--- config.mk ---
export PLATFORM = sky130hd
export DESIGN_NAME = qscale_unit
export DESIGN_NICKNAME = d
export VERILOG_FILES = /design/src/rtl/qscale_pkg.sv /design/src/rtl/qs_qp_decode.sv /design/src/rtl/qs_fwd_path.sv /design/src/rtl/qs_inv_path.sv /design/src/rtl/qscale_unit.sv
export SDC_FILE = /design/constraint.sdc
export NUM_CORES = 1
export LEC_CHECK = 0
export BUFFER_PORTS_ARGS = -buffer_cell sky130_fd_sc_hd__buf_2
export CAP_MARGIN = 25
export CORE_MARGIN = 2
export CORE_UTILIZATION = 61
export DETAILED_ROUTE_END_ITERATION = 10
export PLACE_DENSITY = 0.84
export SLEW_MARGIN = 5
export SYNTH_ARGS = -nofsm -noshare
export SYNTH_HDL_FRONTEND = slang
export SYNTH_SLANG_ARGS = --single-unit
--- constraint.sdc ---
create_clock -name clk -period 1.15 [get_ports clk]
set_input_delay 0.1725 -clock clk [delete_from_list [all_inputs] [get_ports clk]]
set_output_delay 0.1725 -clock clk [all_outputs]
set_load 0.01 [all_outputs]
--- src/rtl/qscale_pkg.sv ---
package qscale_pkg;

  localparam int QP_MAX = 51;
  localparam int ACC    = 48;
  localparam int QB0    = 15;

  // MF table: row = QP mod 6, class 0 even/even, 1 odd/odd, else mixed
  function automatic logic [13:0] mf_lookup(input logic [2:0] row, input logic [1:0] cls);
    logic [13:0] r;
    case (cls)
      2'd0: case (row)
        3'd0: r = 14'd13107; 3'd1: r = 14'd11916; 3'd2: r = 14'd10082;
        3'd3: r = 14'd9362;  3'd4: r = 14'd8192;  default: r = 14'd7282;
      endcase
      2'd1: case (row)
        3'd0: r = 14'd5243;  3'd1: r = 14'd4660;  3'd2: r = 14'd4194;
        3'd3: r = 14'd3647;  3'd4: r = 14'd3355;  default: r = 14'd2893;
      endcase
      default: case (row)
        3'd0: r = 14'd8066;  3'd1: r = 14'd7490;  3'd2: r = 14'd6554;
        3'd3: r = 14'd5825;  3'd4: r = 14'd5243;  default: r = 14'd4559;
      endcase
    endcase
    return r;
  endfunction

  // V table with the same indexing
  function automatic logic [4:0] v_lookup(input logic [2:0] row, input logic [1:0] cls);
    logic [4:0] r;
    case (cls)
      2'd0: case (row)
        3'd0: r = 5'd10; 3'd1: r = 5'd11; 3'd2: r = 5'd13;
        3'd3: r = 5'd14; 3'd4: r = 5'd16; default: r = 5'd18;
      endcase
      2'd1: case (row)
        3'd0: r = 5'd16; 3'd1: r = 5'd18; 3'd2: r = 5'd20;
        3'd3: r = 5'd23; 3'd4: r = 5'd25; default: r = 5'd29;
      endcase
      default: case (row)
        3'd0: r = 5'd13; 3'd1: r = 5'd14; 3'd2: r = 5'd16;
        3'd3: r = 5'd18; 3'd4: r = 5'd20; default: r = 5'd23;
      endcase
    endcase
    return r;
  endfunction

  // floor(2^k / 3): alternating ones at bit k-2, k-4, ... down to bit 0 or 1
  function automatic logic [ACC-1:0] third_of_pow2(input logic [5:0] k);
    logic [ACC-1:0] r;
    r = '0;
    for (int j = 0; j < ACC; j++) begin
      if ((j + 2 <= int'(k)) && (((int'(k) - 2 - j) % 2) == 0)) r[j] = 1'b1;
    end
    return r;
  endfunction

endpackage

--- src/rtl/qs_qp_decode.sv ---
module qs_qp_decode import qscale_pkg::*; #(
  parameter int QPW = 6
) (
  input  logic [QPW-1:0] qp_in,
  output logic [3:0]     qdiv,
  output logic [2:0]     qmod
);
  int qpc;

  always_comb begin
    qpc  = (int'(qp_in) > QP_MAX) ? QP_MAX : int'(qp_in);
    qdiv = 4'(qpc / 6);
    qmod = 3'(qpc % 6);
  end
endmodule

--- src/rtl/qs_fwd_path.sv ---
module qs_fwd_path import qscale_pkg::*; #(
  parameter int DW = 16,
  parameter int OW = 32
) (
  input  logic signed [DW-1:0] coef,
  input  logic                 dc,
  input  logic [1:0]           pos,
  input  logic [3:0]           qdiv,
  input  logic [2:0]           qmod,
  output logic signed [OW-1:0] level
);
  localparam int MW = DW + 1;

  logic                 neg;
  logic signed [MW-1:0] cx;
  logic [MW-1:0]        mag;
  logic [13:0]          mf;
  logic [5:0]           qbits;
  logic [5:0]           sh;
  logic [ACC-1:0]       f;
  logic [ACC-1:0]       rnd;
  logic [ACC-1:0]       prod;
  logic [ACC-1:0]       q;

  always_comb begin
    neg   = coef[DW-1];
    cx    = MW'(coef);
    mag   = neg ? unsigned'(-cx) : unsigned'(cx);
    mf    = mf_lookup(qmod, dc ? 2'd0 : pos);
    qbits = 6'(QB0) + 6'(qdiv);
    sh    = qbits + 6'(dc);
    f     = third_of_pow2(qbits);
    rnd   = dc ? (f << 1) : f;
    prod  = ACC'(mag) * ACC'(mf) + rnd;
    q     = prod >> sh;
    level = neg ? -OW'(q) : OW'(q);
  end
endmodule

--- src/rtl/qs_inv_path.sv ---
module qs_inv_path import qscale_pkg::*; #(
  parameter int DW = 16,
  parameter int OW = 32
) (
  input  logic signed [DW-1:0] lvl,
  input  logic                 dc,
  input  logic [1:0]           pos,
  input  logic [3:0]           qdiv,
  input  logic [2:0]           qmod,
  output logic signed [OW-1:0] coef
);
  logic [4:0]            v;
  logic signed [ACC-1:0] zx;
  logic signed [ACC-1:0] vs;
  logic signed [ACC-1:0] p;
  logic signed [ACC-1:0] r;
  logic [3:0]            rsh;

  always_comb begin
    v   = v_lookup(qmod, dc ? 2'd0 : pos);
    zx  = ACC'(lvl);
    vs  = signed'(ACC'(v));
    p   = zx * vs;
    rsh = 4'd2 - qdiv;
    if (!dc)             r = p <<< qdiv;
    else if (qdiv >= 4'd2) r = p <<< (qdiv - 4'd2);
    else                 r = (p + (ACC'(1) << (4'd1 - qdiv))) >>> rsh;
    coef = OW'(r);
  end
endmodule

--- src/rtl/qscale_unit.sv ---
module qscale_unit import qscale_pkg::*; #(
  parameter int DW  = 16,
  parameter int OW  = 32,
  parameter int QPW = 6
) (
  input  logic                 clk,
  input  logic                 rst_n,
  input  logic                 in_valid,
  input  logic                 in_inverse,
  input  logic                 in_dc,
  input  logic [1:0]           in_pos,
  input  logic [QPW-1:0]       in_qp,
  input  logic signed [DW-1:0] in_data,
  output logic                 out_valid,
  output logic signed [OW-1:0] out_data
);
  logic [3:0]           qdiv;
  logic [2:0]           qmod;
  logic signed [OW-1:0] fwd_level;
  logic signed [OW-1:0] inv_coef;

  // named events for the checks
  logic zero_in;
  logic fwd_nonneg_in;
  logic qp_over;
  assign zero_in       = in_valid && (in_data == '0);
  assign fwd_nonneg_in = in_valid && !in_inverse && !in_data[DW-1];
  assign qp_over       = int'(in_qp) > QP_MAX;

  qs_qp_decode #(.QPW(QPW)) u_dec (
    .qp_in(in_qp), .qdiv(qdiv), .qmod(qmod)
  );

  qs_fwd_path #(.DW(DW), .OW(OW)) u_fwd (
    .coef(in_data), .dc(in_dc), .pos(in_pos),
    .qdiv(qdiv), .qmod(qmod), .level(fwd_level)
  );

  qs_inv_path #(.DW(DW), .OW(OW)) u_inv (
    .lvl(in_data), .dc(in_dc), .pos(in_pos),
    .qdiv(qdiv), .qmod(qmod), .coef(inv_coef)
  );

  always_ff @(posedge clk or negedge rst_n) begin
    if (!rst_n) begin
      out_valid <= 1'b0;
      out_data  <= '0;
    end else begin
      out_valid <= in_valid;
      if (in_valid) out_data <= in_inverse ? inv_coef : fwd_level;
    end
  end


  valid_lat_chk: assert property (@(posedge clk) disable iff (!rst_n)
    in_valid |=> out_valid);

  idle_lat_chk: assert property (@(posedge clk) disable iff (!rst_n)
    !in_valid |=> !out_valid);

  hold_chk: assert property (@(posedge clk) disable iff (!rst_n)
    !in_valid |=> $stable(out_data));

  fwd_sign_chk: assert property (@(posedge clk) disable iff (!rst_n)
    fwd_nonneg_in |=> !out_data[OW-1]);

  zero_chk: assert property (@(posedge clk) disable iff (!rst_n)
    zero_in |=> out_data == '0);

  qp_clamp_chk: assert property (@(posedge clk) disable iff (!rst_n)
    qp_over |-> (qdiv == 4'd8 && qmod == 3'd3));
endmodule

==> results of run 1 <==
==> cell families after synthesis <==
group,Yosys count,share of synthesized area (%)
other,2,0.0312
DFF,33,3.44
adders and majority gates,422,30.0
buffers and inverters,524,8.56
muxes,106,4.98
AOI/OAI and AO/OA,908,26.3
and+or+nand+nor,1149,22.6
xor gates and xnor gates,105,4.02
==> metal layers <==
metal  global-route usage (%)  overflow
met1                     84.0        41
met2                      108      1272
met4                      100       616
met5                     48.7         5
met3                     75.7        40
==> metrics by stage <==
| stage | setup WS (ns) | cell area (sq um) |
|---|---|---|
| 3_5_place_dp | -9.94 | 32300 |
| 2_1_floorplan | -9.65 | 24800 |
| 3_3_place_gp | -9.28 | 32300 |
| 4_1_cts | -9.26 | 33700 |
==> timing repair <==
item | CTS
resized for setup | 197
endpoints found under the setup margin | 32
setup buffers | 48
hold endpoints to repair | 14
pin swaps | 77
cloned | 2
hold buffers | 1
==> metrics.txt, run 1 <==
status=stopped before the end; Stop stage=global routing; Err=[ERROR GRT-0116] Global routing finished with congestion. Check the congestion regions in the DRC Viewer.; Total GRT Usage=between 90% and 100%; GRT Residual Overflow=between 1500 and 2000; ys flop type=dfrtp_1; Post-Syn Area=about 24000 sq um; IO Port Bufs=between 60 and 70; top-count cell post-synth=nand2_1; CTS buffer count=5; largest area contributor in the netlist=fa_1; CTS Sinks=33; vias in the first global route=44900; Synth area leaders=fa_1 (21%), ha_1 (8.5%), nand2_1 (6.1%); Placer Congestion=1.20; share of synthesized registers carrying an async set or reset=100%; clk buf depth=2; Placed Instances=roughly 4600; EDFF count, synth=0; Unique masters post-synth=119; Yosys Warn Count=0; Die Y-Extent=roughly 200 um; synthesized area per cell=roughly 7.4 sq um; Root Buffer=clkbuf_16; Mapped Cells=~3200; # H-tree levels=2; IO Pins=between 60 and 70; Detail Placement HPWL=roughly 94 mm; commonest cells in the netlist=nand2_1 (392), nor2_1 (312), inv_1 (306); Die X=~200 um; largest net degree at the start of global routing=56; Yosys top cell area share=a little over a fifth; initial core utilization=62.1%; Yosys reg bits=33; first-pass GRT wire length=about 290 mm; Row Count=just over 70; sequential area share after synthesis=3.44%
==> run 2, diff against run 1 <==
--- a/config.mk
+++ b/config.mk
@@ -8,9 +8,9 @@
 export BUFFER_PORTS_ARGS = -buffer_cell sky130_fd_sc_hd__buf_2
 export CAP_MARGIN = 25
 export CORE_MARGIN = 2
-export CORE_UTILIZATION = 61
+export CORE_UTILIZATION = 40
 export DETAILED_ROUTE_END_ITERATION = 10
-export PLACE_DENSITY = 0.84
+export PLACE_DENSITY_LB_ADDON = 0.15
 export SLEW_MARGIN = 5
 export SYNTH_ARGS = -nofsm -noshare
 export SYNTH_HDL_FRONTEND = slang
==> constraint.sdc (replaced) <==
create_clock -name clk -period 1.5 [get_ports clk]
set_input_delay 0.225 -clock clk [delete_from_list [all_inputs] [get_ports clk]]
set_output_delay 0.225 -clock clk [all_outputs]
set_load 0.01 [all_outputs]
==> run 2 against run 1 <==
The flow now finishes, with violations (negative setup slack). Area after synthesis unchanged. Synthesized cell count unchanged.
==> metrics.txt, run 2 <==
setup violators final=32; CORE AREA=~59000 sq um; setup TNS=-277.70 ns; first-pass GRT wire length=approximately 170 mm; worst-path fanout max=7; worst-skew pair later-pin latency=0.28 ns; DR WL/cell=22.2 um; total iterations of the first detailed-routing run=8; # H-tree levels=2; largest net degree at the start of global routing=between 50 and 60; footprint of the multi-input gates=roughly 23000 sq um; commonest cells after routing, fill and taps aside=buf_4 (1048), nand2_1 (377), inv_1 (295); Post-Syn Area=roughly 24000 sq um; Final Max Tran Viols=0; number of max-cap violations=0; CP Data Required Time=between 1.5 and 2 ns; Die Y-Extent=around 250 um; status=finished, violations left; Vias/cell=~5.8; Critical Path Max Stage Delay=0.66 ns; Tightest Pin Transition=between 0.7 and 0.8 ns; ys flop type=dfrtp_1; Placement Setup Slack=-9.53 ns; Max transition margin=50.4%; clock slew at reported path FFs=around 0.05 ns; Worst EP arrival=10.51 ns; Unique masters post-synth=roughly 120; failing checks=negative setup slack; DRT antenna net count=0; biggest regs=out_data x32, out_valid x1; Die X=249 um; CTS Sinks=33; Starting DRT DRC Count=between 2000 and 2500; share of synthesized registers carrying an async set or reset=100%; worst min path class=in2reg; Placer Congestion=around 1; number of flip-flops in the largest register=32; commonest non-fill, non-tap cell in the layout=buf_4; Detail Placement HPWL=93.2 mm; largest area contributor in the netlist=fa_1; Yosys top cell area share=between 20% and 30%; IO Port Bufs=between 60 and 70; sequential area share after synthesis=roughly 3.4%; commonest cells in the netlist=nand2_1 (392), nor2_1 (312), inv_1 (306); final setup margin=-8.87 ns; Total GRT Usage=35.0%; top-count cell post-synth=nand2_1; unrepaired setup endpoints after global routing=true; Final min period=~10 ns; Row Count=just under 90; Layout area overhead=44.6%; share of the cycle needed by the critical path after routing=691%; Yosys Warn Count=0; final-report hold violation count=0; Root Buffer=clkbuf_16; die area=62100 sq um; top cell family by delay on the critical path=adder cells; layout cells sized above 1=between 30% and 40%; Mapped Cells=around 3200; register area=826 sq um; clk buf depth=2; hold slack=about 0.31 ns; crit end category=flop; Max Clock Skew=0 ns; CTS buffer count=5; Yosys reg bits=33; vias in the first global route=between 20000 and 30000; CP startpoint kind=primary input; Vias=between 20000 and 30000; worst path bufs/invs=15; Crit Path Class=in2reg; initial antenna violation count=9; EDFF count, synth=0; maximum clock rate=slightly below 0.1 GHz; fin nets=between 4000 and 5000; Synth area leaders=fa_1 (21%), ha_1 (8.5%), nand2_1 (6.1%); IO Pins=62; Remaining DRCs=0; FILL cells=roughly 5500; synthesized area per cell=around 7.4 sq um; most flop-heavy register=out_data; Slowest cell on crit path=fa_2; initial core utilization=approximately two fifths; CTS tree=done; Total Wirelength=111 mm; GRT Residual Overflow=0
-- run 2: cell counts after synthesis --
Identical to the previous run, type by type.
-- run 2: area by class of cell --
class	count	area share (%)
Inverter	314	3.39
Tap cell	773	2.78
Clock buffer	5	0.360
Multi-Input combinational cell	2705	65.5
Antenna cell	6	0.0432
Sequential cell	33	2.38
Timing Repair Buffer	1151	25.5
Clock inverter	3	0.0648
-- run 2: metal layers --
layer | global-route usage (%) | up-vias | part of all wire [%]
li1 | - | 13400 | -
met1 | 44.3 | 14100 | 41
met2 | 60.4 | 1062 | 47
met3 | 5.71 | 244 | 7.2
met4 | 12.2 | 4 | 4.3
met5 | 0 | - | 0.12
-- run 2: final timing paths --
| check | depth (start not counted) | start | slack [ns] | endpoint |
|---|---|---|---|---|
| setup / recovery | 52 | in_qp[4] | -8.87 | out_data[20]$_DFFE_PN0P_ |
| hold / removal | 2 | in_valid | 0.31 | out_valid$_DFF_PN0_ |
| setup reg to reg | 6 | out_data[13]$_DFFE_PN0P_ | -0.06 | out_data[13]$_DFFE_PN0P_ |
| hold reg to reg | 1 | out_data[22]$_DFFE_PN0P_ | 0.51 | out_data[22]$_DFFE_PN0P_ |
| max in group asynchronous | 3 | rst_n | 0.67 | out_data[15]$_DFFE_PN0P_ |
| min in group asynchronous | 3 | rst_n | 0.51 | out_data[16]$_DFFE_PN0P_ |
-- run 2: worst register-to-register path, cell delays in order, from the launching register on --
cell and delay (ns):
dfrtp_1 0.39, nor2b_1 0.19, nor2_1 0.20, o21ai_0 0.12, nor4b_1 0.28, buf_4 0.19, o22ai_1 0.08
-- run 2: kinds of logic (layout without fill, tap and decap cells) --
logic type | Yosys count | after routing | synth area share, %
AND/OR/NAND/NOR | 1149 | 1149 | 22.6
AO/OA/AOI/OAI | 908 | 908 | 26.3
buffers and inverters | 524 | 1473 | 8.56
adder cells (fa/ha/maj) | 422 | 422 | 30.0
multiplexers | 106 | 106 | 4.98
XOR/XNOR | 105 | 105 | 4.02
flip-flops | 33 | 33 | 3.44
other | 2 | 21 | 0.0312
-- run 2: repair_timing --
action | CTS | global route
setup buffers | 14 | 33
hold buffers | 1 | 0
endpoints found under the setup margin | 32 | 32
pin swaps | 27 | 94
gates cloned | 0 | 1
gates resized for setup | 69 | 159
endpoints found under the hold margin | 33 | 0
-- run 2: per-stage QoR --
stage / instances / util (%) / cell area, sq um
after floorplan: 3262 / - / 24800
after global placement: 4927 / 55.8 / 33100
after detailed placement: 4927 / 55.8 / 33100
after CTS: 4950 / 56.9 / 33700
after global routing: 4990 / 58.7 / 34800
final: 4990 / 58.7 / 34800
Power of run 2 is left out: the tool's default activity adds up to more than one toggle a clock period on the data nets, which glitch-free logic cannot reach.
